==> src/rtl/vtg_pkg.sv <==
package vtg_pkg;
    parameter int EQ_W  = 4;
    parameter int ACT_W = 10;
    parameter int BLK_W = 10;
    parameter int CNT_W = 11;
    parameter int HLW_W = 10;
    localparam int LEN_W  = CNT_W + 2;
    localparam int HPOS_W = HLW_W + 1;

    typedef struct packed {
        logic [EQ_W-1:0]  eq;
        logic [ACT_W-1:0] act;
        logic [BLK_W-1:0] odd_pre;
        logic [BLK_W-1:0] odd_post;
        logic [BLK_W-1:0] even_pre;
        logic [BLK_W-1:0] even_post;
        logic [HLW_W-1:0] hlw;
    } vt_cfg_t;

    typedef struct packed {
        logic [CNT_W-1:0]  idx;
        vt_cfg_t           cfg;
        logic              odd_s;
        logic              even_s;
        logic              a_beg;
        logic              a_end;
        logic [HPOS_W-1:0] smp;
    } vt_state_t;

    function automatic vt_cfg_t vt_default();
        vt_cfg_t c;
        c.eq        = EQ_W'(6);
        c.act       = '0;
        c.odd_pre   = BLK_W'(502);
        c.odd_post  = BLK_W'(5);
        c.even_pre  = BLK_W'(503);
        c.even_post = BLK_W'(4);
        c.hlw       = HLW_W'(429);
        return c;
    endfunction
endpackage

==> src/rtl/vtg_field_calc.sv <==
module vtg_field_calc #(
    parameter int EQ_W  = 4,
    parameter int ACT_W = 10,
    parameter int BLK_W = 10,
    parameter int LEN_W = 13
) (
    input  logic [EQ_W-1:0]  eq,
    input  logic [ACT_W-1:0] act,
    input  logic [BLK_W-1:0] pre,
    input  logic [BLK_W-1:0] post,
    output logic [LEN_W-1:0] len,
    output logic [LEN_W-1:0] first,
    output logic [LEN_W-1:0] last,
    output logic             has_act
);
    logic [LEN_W-1:0] e_w, a_w, p_w, q_w, span;

    assign e_w     = LEN_W'(eq);
    assign a_w     = LEN_W'(act);
    assign p_w     = LEN_W'(pre);
    assign q_w     = LEN_W'(post);
    assign span    = a_w << 1;
    assign first   = e_w + (e_w << 1) + p_w;
    assign len     = first + span + q_w;
    assign last    = first + span - LEN_W'(1);
    assign has_act = |act;
endmodule

==> src/rtl/vtg_hpos.sv <==
module vtg_hpos #(
    parameter int HLW_W  = 10,
    parameter int HPOS_W = 11
) (
    input  logic [HPOS_W-1:0] count,
    input  logic [HLW_W-1:0]  hlw,
    output logic [HPOS_W-1:0] pos,
    output logic              at_limit
);
    logic [HPOS_W-1:0] limit, inc, clipped;

    assign limit    = HPOS_W'(hlw) << 1;
    assign inc      = count + HPOS_W'(1);
    assign clipped  = (inc > limit) ? limit : inc;
    assign pos      = (clipped == '0) ? HPOS_W'(1) : clipped;
    assign at_limit = (count >= limit);
endmodule

==> src/rtl/halfline_field_timer.sv <==
module halfline_field_timer
    import vtg_pkg::*;
(
    input  logic              clk,
    input  logic              rst_n,
    input  logic              hl_tick,
    input  logic              smp_tick,
    input  logic [EQ_W-1:0]   cfg_eq,
    input  logic [ACT_W-1:0]  cfg_act,
    input  logic [BLK_W-1:0]  cfg_odd_pre,
    input  logic [BLK_W-1:0]  cfg_odd_post,
    input  logic [BLK_W-1:0]  cfg_even_pre,
    input  logic [BLK_W-1:0]  cfg_even_post,
    input  logic [HLW_W-1:0]  cfg_hlw,
    output logic [CNT_W-1:0]  hl_idx,
    output logic              odd_start,
    output logic              even_start,
    output logic              act_begin,
    output logic              act_end,
    output logic              field_even,
    output logic              interlaced,
    output logic [CNT_W-1:0]  beam_v,
    output logic [HPOS_W-1:0] beam_h
);
    localparam int NSET = 2;  // set 0: held timing, set 1: timing after this edge

    vt_state_t st_q, st_d;
    vt_cfg_t   cfg_live, cfg_nxt;
    vt_cfg_t   cfg_set [NSET];

    logic [LEN_W-1:0] len_o   [NSET];
    logic [LEN_W-1:0] len_e   [NSET];
    logic [LEN_W-1:0] first_o [NSET];
    logic [LEN_W-1:0] first_e [NSET];
    logic [LEN_W-1:0] last_o  [NSET];
    logic [LEN_W-1:0] last_e  [NSET];
    logic             act_nz  [NSET];
    logic             act_nz_e[NSET];

    logic [LEN_W-1:0] idx_ext, idx_inc, frame_q, nxt_ext;
    logic [LEN_W-1:0] win_o_beg, win_e_beg, win_o_end, win_e_end;
    logic             wrap, at_limit;

    assign cfg_live = '{eq: cfg_eq, act: cfg_act,
                        odd_pre: cfg_odd_pre, odd_post: cfg_odd_post,
                        even_pre: cfg_even_pre, even_post: cfg_even_post,
                        hlw: cfg_hlw};

    assign cfg_set[0] = st_q.cfg;
    assign cfg_set[1] = cfg_nxt;

    generate
        for (genvar s = 0; s < NSET; s++) begin : g_set
            vtg_field_calc #(
                .EQ_W(EQ_W), .ACT_W(ACT_W), .BLK_W(BLK_W), .LEN_W(LEN_W)
            ) u_odd (
                .eq(cfg_set[s].eq), .act(cfg_set[s].act),
                .pre(cfg_set[s].odd_pre), .post(cfg_set[s].odd_post),
                .len(len_o[s]), .first(first_o[s]), .last(last_o[s]),
                .has_act(act_nz[s])
            );
            vtg_field_calc #(
                .EQ_W(EQ_W), .ACT_W(ACT_W), .BLK_W(BLK_W), .LEN_W(LEN_W)
            ) u_even (
                .eq(cfg_set[s].eq), .act(cfg_set[s].act),
                .pre(cfg_set[s].even_pre), .post(cfg_set[s].even_post),
                .len(len_e[s]), .first(first_e[s]), .last(last_e[s]),
                .has_act(act_nz_e[s])
            );
        end
    endgenerate

    vtg_hpos #(.HLW_W(HLW_W), .HPOS_W(HPOS_W)) u_hpos (
        .count(st_q.smp), .hlw(st_q.cfg.hlw), .pos(beam_h), .at_limit(at_limit)
    );

    // Frame advance: wrap decision uses the timing held for the current frame.
    always_comb begin
        idx_ext = LEN_W'(st_q.idx);
        idx_inc = idx_ext + LEN_W'(1);
        frame_q = len_o[0] + len_e[0];
        wrap    = hl_tick && (idx_inc >= frame_q);
        cfg_nxt = wrap ? cfg_live : st_q.cfg;
        if (!hl_tick)  nxt_ext = idx_ext;
        else if (wrap) nxt_ext = '0;
        else           nxt_ext = idx_inc;
    end

    // Event targets come from the timing valid after this edge.
    assign win_o_beg = first_o[1];
    assign win_o_end = last_o[1];
    assign win_e_beg = len_o[1] + first_e[1];
    assign win_e_end = len_o[1] + last_e[1];

    always_comb begin
        st_d        = st_q;
        st_d.idx    = nxt_ext[CNT_W-1:0];
        st_d.cfg    = cfg_nxt;
        st_d.odd_s  = hl_tick && (nxt_ext == '0);
        st_d.even_s = hl_tick && (nxt_ext == len_o[1]);
        st_d.a_beg  = hl_tick && act_nz[1] &&
                      ((nxt_ext == win_o_beg) || (nxt_ext == win_e_beg));
        st_d.a_end  = hl_tick && act_nz[1] &&
                      ((nxt_ext == win_o_end) || (nxt_ext == win_e_end));
        if (hl_tick && !nxt_ext[0])
            st_d.smp = '0;
        else if (smp_tick && !at_limit)
            st_d.smp = st_q.smp + HPOS_W'(1);
    end

    always_ff @(posedge clk) begin
        if (!rst_n) begin
            st_q.idx    <= '0;
            st_q.cfg    <= vt_default();
            st_q.odd_s  <= 1'b0;
            st_q.even_s <= 1'b0;
            st_q.a_beg  <= 1'b0;
            st_q.a_end  <= 1'b0;
            st_q.smp    <= '0;
        end else begin
            st_q <= st_d;
        end
    end

    assign hl_idx     = st_q.idx;
    assign odd_start  = st_q.odd_s;
    assign even_start = st_q.even_s;
    assign act_begin  = st_q.a_beg;
    assign act_end    = st_q.a_end;
    assign field_even = (idx_ext >= len_o[0]);
    assign interlaced = len_o[0][0];
    assign beam_v     = CNT_W'(1) + (st_q.idx >> 1);
endmodule

==> config.mk <==
export PLATFORM = sky130hd
export DESIGN_NAME = halfline_field_timer
export DESIGN_NICKNAME = d
export VERILOG_FILES = /design/src/rtl/vtg_pkg.sv /design/src/rtl/vtg_field_calc.sv /design/src/rtl/vtg_hpos.sv /design/src/rtl/halfline_field_timer.sv
export SDC_FILE = /design/constraint.sdc
export NUM_CORES = 1
export LEC_CHECK = 0
export BUFFER_PORTS_ARGS = -buffer_cell sky130_fd_sc_hd__clkbuf_2
export CORE_ASPECT_RATIO = 1.25
export CORE_MARGIN = 3
export CORE_UTILIZATION = 60
export CTS_BUF_LIST = sky130_fd_sc_hd__clkbuf_8
export CTS_CLUSTER_DIAMETER = 60
export DETAILED_ROUTE_END_ITERATION = 8
export GPL_ROUTABILITY_DRIVEN = 0
export PLACE_DENSITY_LB_ADDON = 0.08
export SETUP_SLACK_MARGIN = 0.05
export SYNTH_ARGS = -nofsm -noshare
export SYNTH_HDL_FRONTEND = slang
export SYNTH_HIERARCHICAL = 1
export SYNTH_SLANG_ARGS = --single-unit
==> constraint.sdc <==
create_clock -name clk -period 14.6 [get_ports clk]
set_input_delay 3.65 -clock clk [delete_from_list [all_inputs] [get_ports clk]]
set_output_delay 3.65 -clock clk [all_outputs]
set_load 0.005 [all_outputs]
After elaboration in Yosys (flattened, before gate mapping)
Index checks and enable logic that the tools add are counted.
{ "classes": {"n_addsub": 21, "mux": 5, "order_cmp": 4, "reduce_logical": 16, "bitwise_logic": 1, "eq_ne": 5} }
{ "ops": {"columns": ["op", "n"], "rows": [
  ["$add 13x10->13", 7],
  ["$eq 13x13->1", 5],
  ["$mux 64", 1],
  ["$add 13x11->13", 4],
  ["$add 13x13->13", 3],
  ["$sub 13x1->13 const B", 2],
  ["$mux 11", 2],
  ["$ge 11x13->1", 1],
  ["$ge 12x13->1", 1],
  ["$logic_not 13->1", 1],
  ["$mux 13", 1],
  ["$add 11x1->12 const B", 1],
  ["$add 4x5->6", 2],
  ["$mux 12", 1],
  ["$add 1x10->11 const A", 1],
  ["$add 11x1->11 const B", 1],
  ["$ge 11x11->1", 1],
  ["$gt 11x11->1", 1],
  ["$logic_not 11->1", 1],
  ["$reduce_or 10->1", 1],
  ["$logic_and 1x1->1", 8],
  ["$logic_not 1->1", 2],
  ["$logic_or 1x1->1", 2],
  ["$reduce_or 2->1", 1],
  ["$not 1->1", 1]
]} }
{ "word_totals": {"in_bits": 68, "elab_cells": 65, "register_bits": 90, "out_inout_bits": 39} }

Logic depth before layout (Yosys ltp)
Gate-level depths: netlist (run 1).
{ "depth": {"depth_word": 16, "mapped_depth": 71, "mapped_depth_nobuf": 68} }

Modules after synthesis
Netlist (run 1), hierarchy kept.
{ "by_module_without_submodules": {"columns": ["module", "area_each_um2", "cells_per_inst", "seq_area_each_um2", "n_inst"], "rows": [
  ["halfline_field_timer", 7205.7, 958, 1801.7, 1],
  ["vtg_field_calc (g_set[0].u_even ...)", 1503.9, 192, 0.0, 2],
  ["vtg_field_calc (g_set[1].u_odd)", 1542.7, 200, 0.0, 1],
  ["vtg_field_calc (g_set[1].u_even)", 1517.7, 197, 0.0, 1],
  ["vtg_hpos", 857.1, 126, 0.0, 1]
]} }

Worst setup path after synthesis (run 1)
Ideal clock, no wire load.
{ "synth_path": {"path_kind": "register -> register", "from": "register st_q (netlist bit cfg_set[125])", "to": "register st_q (netlist bit act_end)", "stages_incl_launch_ff": 71, "required_ps": 14541, "path_buffers": 3, "period_less_slack_ps": 12913, "arrival_time_ps": 12854, "setup_time_ps": 59, "setup_slack_ps": 1687, "path_cell_list": "dfxtp_1 -> inv_1 -> fa_1 -> inv_1 -> ha_1 -> inv_1 -> fa_1 -> inv_1 -> a21oi_1 -> o21bai_1 -> a21o_1 -> nand2_1 -> xnor2_1 -> ha_1 -> o211a_1 -> a211oi_1 -> o21ba_2 -> xnor2_1 -> [... 35 more ...] -> nor3_1 -> a311o_1 -> a311o_1 -> ha_1 -> a21o_1 -> a211oi_1 -> nor2_1 -> ha_1 -> and2_1 -> a22o_1 -> a31o_2 -> o41ai_1 -> xnor2_1 -> nand2b_1 -> a2111oi_2 -> nand3_1 -> o221ai_1 -> o21a_1"} }
{ "synth_rtl": {"columns": ["item", "line_no", "text"], "rows": [
  ["from (decl)", "halfline_field_timer.sv:27", "vt_state_t st_q, st_d;"],
  ["from (signal assigned)", "halfline_field_timer.sv:121", "st_q <= st_d;"]
]} }

==> out/summary.md, run 1 <==
The run finished with clean final reports. For this design the ratio of total power to cell area is 33.5 nW/um^2. In the routed layout, each cell is associated on average with a via count of 6.03. For this run, the number of Yosys warnings is 6. Leakage power of the design: 7.05 nW.

In this design, the stage delay of the slowest critical-path cell is 0.47 ns. The kind of end point of the critical path was a register. For the number of H-tree branching levels, the log shows 3.

For the maximum vdd ir drop, the log shows 0.0355 mV. The logs give 11900 for the via count of the first global-routing pass and 0.0312 ns for the clock skew after layout. The slowest library cell on the worst path is fa_1. The path class of the tightest hold or removal check is register to register. The worst pin sits at a relative slew slack of 17.0%.

Die outline width: 138 microns. Initial antenna violation count: 0. The tree is rooted in a clkbuf_8. The most frequent cell on the critical path is ha_1.

The setup path with the least slack is of type register to register. The maximum clock frequency was 73.4 MHz; the cell count after synthesis was 1720. The floorplan step defined a core boundary enclosing 21200 sq um. The latest clock arrival within the worst-skew pair came out at 0.42 ns. Setup repair after global routing left no endpoint under its margin.

The summed instance area of the synthesized netlist was 13100 sq um; the number of I/O port buffers was 106. In this run the register-to-register setup slack is 0.97 ns. In the final layout, flip-flops and latches occupy 1800 sq um. The tools report the internal cell power as 0.000332 W. The startpoint identified for the worst register-to-register timing path is cfg_set[124]$_SDFF_PN0_. 0 antenna diodes ended up in the layout. The nature of the critical path startpoint is a register. For this design, the sink count on the clock tree is 90. Reported net switching power: 0.000140 W. The tools report the capturing point of the worst reg2reg path as act_end$_SDFF_PN0_.

The first global-routing pass estimated 59700 microns of wire. Entering global routing, the biggest net connects 51 pins. The switching portion of total power works out to 29.7%. In the routed design, unresolved DRC markers number 0.

The logs give 31.2% for the aggregate global-route resource usage and 13.98 ns for the data arrival at the endpoint of the critical path. The logs give 61.9% for the initial core utilization and 2086 for the total number of nets in the final design. The critical path ends at act_end$_SDFF_PN0_. After legalization and detailed placement, the total HPWL measured 31400 microns. The share of total power in sequential cells came out at 53.1%. For met3 alone, demand over resource in global routing was 3.25%.

The die is 171 microns tall. The clock passes through at most 2 buffers. The count of routing violations after the opening detailed-route iteration was 846. The multi-input combinational cells in the finished layout cover a total of 10700 sq um.

Final wirelength: 38900 microns. At the worst endpoint, the required time is 14.95 ns. After synthesis, the mean cell area works out to 7.63 sq um.

After detailed placement, the total cell area comes to 13800 sq um. The most critical setup path has its startpoint at cfg_set[124]$_SDFF_PN0_. The area growth from synthesis to layout is 7.26%. The logs give 0 for the count of pins over their slew limit and 5 for the count of TritonRoute iterations in the first routing pass. For the total congestion overflow after global routing, the log shows 0. The via count was 12500.

The share of layout cells above drive strength 1 is 12.3%, and the hold violation count in the final report is 0. The clock-pin slew of the registers on the worst-case setup and hold paths is 0.12 ns, and the relative contribution of combinational cells to total power is 8.3%. The worst-case reg-to-reg path depth works out to 64. Of the available clock period, the critical path in the final layout requires 93.4%.

Setup violations remaining at the end of the flow were counted as 0. The run gives 9 as the TritonCTS buffer count. The post-route standard cell area excluding fillers is 14100 sq um.

Pin placement for this block handled 107 I/O pins. For the pin with the worst max-slew slack, the measured transition is 1.24 ns. The number of fill cells is 1919. The tools report the global routing met2 resource utilization as 58.4%. For this run, global-route usage on met1 was measured as 35.9%. The smallest clock period supported by the final layout is computed as 13.63 ns.

After global routing, the most crowded layer is met2. The share of power burned in the clock network is 38.6%. Of all nets on the critical path, the largest fanout is 13.

The remaining number of nets flagged by the antenna check after routing is 0. Max-cap violations in this run came to 0. In the final routed layout, each cell accounts on average for 18.7 microns. Adding up every negative setup slack in the final design gives 0 ns. In this run the core area contains 59 standard-cell rows. The number of buffers added to fix hold violations after cts was 0. TritonCTS built the clock tree. The floorplan step defined a die boundary enclosing 23700 sq um.

The end-of-flow core utilization was 66.4%.
## state kept, by name (all words and copies together), names as in the netlist
name / count
cfg_set: 64
even_start: 1
st_q: 11
hl_idx: 11
odd_start: 1
act_end: 1
act_begin: 1
## metrics by stage
stage                     power, W  cells  hold slack (ns)  setup WS, ns
after floorplan           0.000276   1722            0.446          1.83
after global placement    0.000294   2053            0.461          1.14
after detailed placement  0.000294   2053            0.472         0.790
after CTS                 0.000472   2069            0.489         0.687
after global routing      0.000484   2074            0.507        0.0580
final                     0.000472   2074            0.486         0.970
## final cells by class
cell class                      count  share of cell area, %
Multi-Input combinational cell   1462                   75.8
Tap cell                          274                   2.44
Inverter                          111                   2.96
Timing Repair Buffer              121                   4.57
Clock buffer                        9                  0.880
Sequential cell                    90                   12.8
Clock inverter                      7                  0.578
## metal layers
metal  share of wire [%]  routed length, microns  up-vias
met2                  50                   19600      401
met4                 5.1                    1990        0
li1                    -                       -     6158
met5                   0                       0        -
met3                 4.7                    1820      102
met1                  40                   15400     5852
## worst min path at each step
stage | from | endpoint | slack [ns] | depth (start not counted)
floorplan | cfg_set[68]$_SDFFE_PN0N_ | cfg_set[68]$_SDFFE_PN0N_ | 0.45 | 2
global placement | cfg_set[68]$_SDFFE_PN0N_ | cfg_set[68]$_SDFFE_PN0N_ | 0.46 | 2
detailed placement | cfg_set[68]$_SDFFE_PN0N_ | cfg_set[68]$_SDFFE_PN0N_ | 0.47 | 2
CTS | cfg_set[68]$_SDFFE_PN0N_ | cfg_set[68]$_SDFFE_PN0N_ | 0.49 | 2
global route | cfg_set[70]$_SDFFE_PN0N_ | cfg_set[70]$_SDFFE_PN0N_ | 0.51 | 2
finish | cfg_set[68]$_SDFFE_PN0N_ | cfg_set[68]$_SDFFE_PN0N_ | 0.49 | 2
## what timing repair did
item,in CTS,in global routing
buffers inserted,0,4
endpoints found under the setup margin,0,2
resized for setup,0,8
## power groups by stage
stage | sequential [W] | combinational [W] | clock [W]
4_1_cts | 0.000250 | 0.0000383 | 0.000183
3_5_place_dp | 0.000256 | 0.0000381 | 0
2_1_floorplan | 0.000254 | 0.0000215 | 0
3_3_place_gp | 0.000256 | 0.0000375 | 0
5_1_grt | 0.000251 | 0.0000425 | 0.000191
6_report | 0.000251 | 0.0000390 | 0.000182
## cells in the final DEF (no fill, tap or decap), drive strengths merged, types with 10 or more instances in the layout
| master | instances |
|---|---|
| nor4 | 13 |
| nand2b | 16 |
| o21bai | 21 |
| nor2 | 124 |
| o32ai | 10 |
| nand4 | 27 |
| xor2 | 89 |
| clkbuf | 115 |
| a211oi | 24 |
| fa | 26 |
| a31oi | 12 |
| a21oi | 112 |
| dfxtp | 90 |
| nor3 | 37 |
| buf | 15 |
| inv | 113 |
| or2 | 26 |
| and2 | 41 |
| nand3 | 44 |
| o21ai | 68 |
| xnor2 | 116 |
| a21o | 36 |
| nand2 | 264 |
| ha | 197 |
| o21a | 22 |
## critical path: cells and delay by family (launching register included)
kind,cells,cell delay (ns)
AO/OA/AOI/OAI,22,4.43
XOR/XNOR,7,1.36
adder cells (fa/ha/maj),13,4.65
buffers and inverters,8,0.56
flip-flops,1,0.42
AND/OR/NAND/NOR,14,2.10
Note: power is estimated with default switching activity, not from simulation.
==> run 2: changes to the inputs <==
- PLACE_DENSITY: not set -> 0.81
- PLACE_DENSITY_LB_ADDON: 0.08 -> not set
==> run 2 against run 1 <==
- sequential cell count stayed put
- via count is 3.5% higher
- fmax decreased by 1.6%
- largest cell class unchanged
- global-route usage fell by 0.098 points
- routed wire length shrank 0.34%
- critical path type unchanged
- worst hold slack better by 0.0039 ns
- utilization barely moved
==> out/summary.md, run 2 (synthesis results as in run 1) <==
The die outline width was 138 microns (unchanged). Transition time at the pin with the least slew margin: 1.26 ns (+0.0247 ns). The worst setup slack before clock tree synthesis came out at 0.813 ns (+0.0228 ns). Most common library cell in the layout ignoring fill and taps: nand2_1.

The detailed-placement wirelength estimate is 30700 microns (-2.0%). The total of max-cap violations is 0 (unchanged). The flow ran to the end, and the final reports show no timing, DRC or antenna violations.

Peak-usage layer in the global routing report: met2. Count of non-filler cells in the finished layout: 2072 (-0.096%). The via count of the first global-routing pass was 12200 (+2.6%); the worst-path maximum fanout was 9 (-4). The clock-pin slew of the registers on the worst-case setup and hold paths is 0.11 ns (about the same). The largest net degree at the start of global routing is 60 (+18%).

The run gives 55.3% (-3.1 points) as the global routing met2 resource utilization. The run gives 14.20 ns (+0.22 ns) as the data arrival at the endpoint of the critical path. The footprint of the flip-flops and latches was 1800 sq um (unchanged).

Floorplan die height: 171 microns (unchanged). Worst slew margin relative to its limit: 15.4% (-1.7 points). The run gives 982 (+16%) as the count of routing violations after the opening detailed-route iteration. The tools report the count of TritonRoute iterations in the first routing pass as 5 (unchanged). The tools report the number of buffers added to fix hold violations after cts as 0 (unchanged). The multi-input combinational cell area is 10700 sq um (+0.14%). The average wire length per cell after detail routing is 18.7 microns (-0.25%). The slowest library cell on the worst path is o31ai_1. The site row count came out at 59 (unchanged). The tools report the number of fill cells as 1803 (-6.0%). The initial antenna violation count was 0 (unchanged). Met1 track demand over resource: 35.4% (-0.53 points). The tools report the global-route wire length before repair as 60500 microns (+1.4%).

The tools report the initial core utilization as 61.9% (unchanged). For the remaining number of nets flagged by the antenna check after routing, the log shows 0 (unchanged). Number of I/O port buffers: 106 (unchanged). The worst setup path is launched from a register. Global routing usage on met3: 4.23% (+0.97 points).

The total number of nets in the final design is 2084 (-0.096%), and the number of flip-flops in the largest register is 64 (unchanged). The number of H-tree branching levels was 3 (unchanged); the maximum vdd ir drop was 0.0325 mV (-8.3%). The library cells used most frequently in the layout, excluding fill and tap cells, are 262 x nand2_1, 197 x ha_1, 120 x nor2_1, 111 x xnor2_1, 110 x inv_1. The logs give 13800 sq um (about the same) for the total cell area at the placement stage and 0 (unchanged) for the number of design rule violations left after detail routing. The fraction of the cycle the final worst path needs was 94.8% (+1.5 points); the number of top-level design ports was 107 (unchanged). The tools report the latest clock arrival within the worst-skew pair as 0.41 ns (about the same). Setup repair after global routing left no endpoint under its margin. TritonCTS built the clock tree. The logs give 2 (unchanged) for the largest buffer count on any clock path and 0 (unchanged) for the number of endpoints failing setup at the final stage. The peak per-stage delay on the critical path was 0.53 ns (+0.06 ns); the overall power was 0.000473 W (+0.30%).

The total negative slack came out at 0 ns (unchanged). The average via count per standard cell was 6.25 (+3.6%); the clock skew after layout was 0.0237 ns (-0.00750 ns). The power per standard cell area is 33.6 nW/um^2 (+0.37%). The core area was 21200 sq um (unchanged).

The count of pins over their slew limit came out at 0 (unchanged). The number of diodes added for antenna fixing was 0 (unchanged). The run gives 31.1% (-0.098 points) as the aggregate global-route resource usage. The worst hold-check path type was register to register.

The post-route standard cell area excluding fillers was 14100 sq um (about the same). The tools report the number of clock sinks as 90 (unchanged). The logs give 23700 sq um (unchanged) for the floorplan die area and 0 (unchanged) for the total congestion overflow after global routing. The final period demand of the worst path is 13.85 ns (+0.215 ns). The run gives 9 (unchanged) as the TritonCTS buffer count.

The number of cells in the design after placement is 2052 (-0.049%). Final setup slack of the worst path: 0.754 ns (-0.215 ns). Kind of end point of the critical path: a register.

The kind of critical path was register to register. The final wirelength was 38700 microns (-0.34%); the share of layout cells above drive strength 1 was 12.2% (-0.042 points). The leakage power of the design is 7.05 nW (-0.11%), and the hold violation count in the final report is 0 (unchanged). The logs give 14.95 ns (about the same) for the endpoint required time on the critical path and 12900 (+3.5%) for the via count. Synthesis-to-layout area growth: 7.18% (about the same). CTS placed an instance of clkbuf_8 at the clock tree root. Maximum clock frequency: 72.2 MHz (-1.6%).
-- run 2: cell types whose count changed in the layout (fill, tap and decap cells not counted), sizes merged --
cell    previous run  this run
buf               15        12
inv              113       114
and4               7         8
clkinv             5         4
-- run 2: worst paths after layout --
check             slack (ns)                      from                  endpoint  depth (start not counted)
hold / removal          0.49  cfg_set[65]$_SDFFE_PN0N_  cfg_set[65]$_SDFFE_PN0N_                          2
setup reg to reg        0.75   cfg_set[124]$_SDFF_PN0_        act_end$_SDFF_PN0_                         67
setup / recovery        0.75   cfg_set[124]$_SDFF_PN0_        act_end$_SDFF_PN0_                         67
hold reg to reg         0.49  cfg_set[65]$_SDFFE_PN0N_  cfg_set[65]$_SDFFE_PN0N_                          2
-- run 2: critical path: cells and delay by family, from the launching register on --
kind | cells | cell delay (ns)
xor gates and xnor gates | 6 | 1.43
and+or+nand+nor | 14 | 1.81
buffers and inverters | 10 | 0.86
adders and majority gates | 13 | 4.36
AOI/OAI and AO/OA | 24 | 4.91
DFF | 1 | 0.44
-- run 2: routing by layer --
layer	wire length [microns]	vias up
met3	2580	186
li1	-	6152
met1	14700	6027
met4	2790	0
met5	0	-
met2	18700	583
-- run 2: report_power, final --
group	switching [W]	internal [W]	total, W	leakage [nW]
Combinational	0.0000223	0.0000169	0.0000392	6.22
Sequential	0.00000356	0.000247	0.000250	0.726
Clock	0.000116	0.0000679	0.000183	0.102
-- run 2: cell type report --
| cell class | count | share of cell area [%] |
|---|---|---|
| clock buffers | 9 | 0.881 |
| repair buffers | 118 | 4.41 |
| flip-flops and latches | 90 | 12.8 |
| clock inverters | 7 | 0.560 |
| multi-input cells | 1463 | 75.9 |
| well taps | 274 | 2.44 |
| inverters | 111 | 2.96 |
-- run 2: through the flow --
step | hold WS (ns) | util, %
after floorplan | 0.446 | -
after global placement | 0.471 | 65.1
after detailed placement | 0.476 | 65.1
after CTS | 0.489 | 66.0
after global routing | 0.514 | 66.4
final | 0.490 | 66.4
-- run 2: timing repair --
item / CTS / global route
endpoints found under the setup margin: 0 / 2
resized for setup: 0 / 8
hold endpoints to repair: 0 / 0
setup buffers: 0 / 2
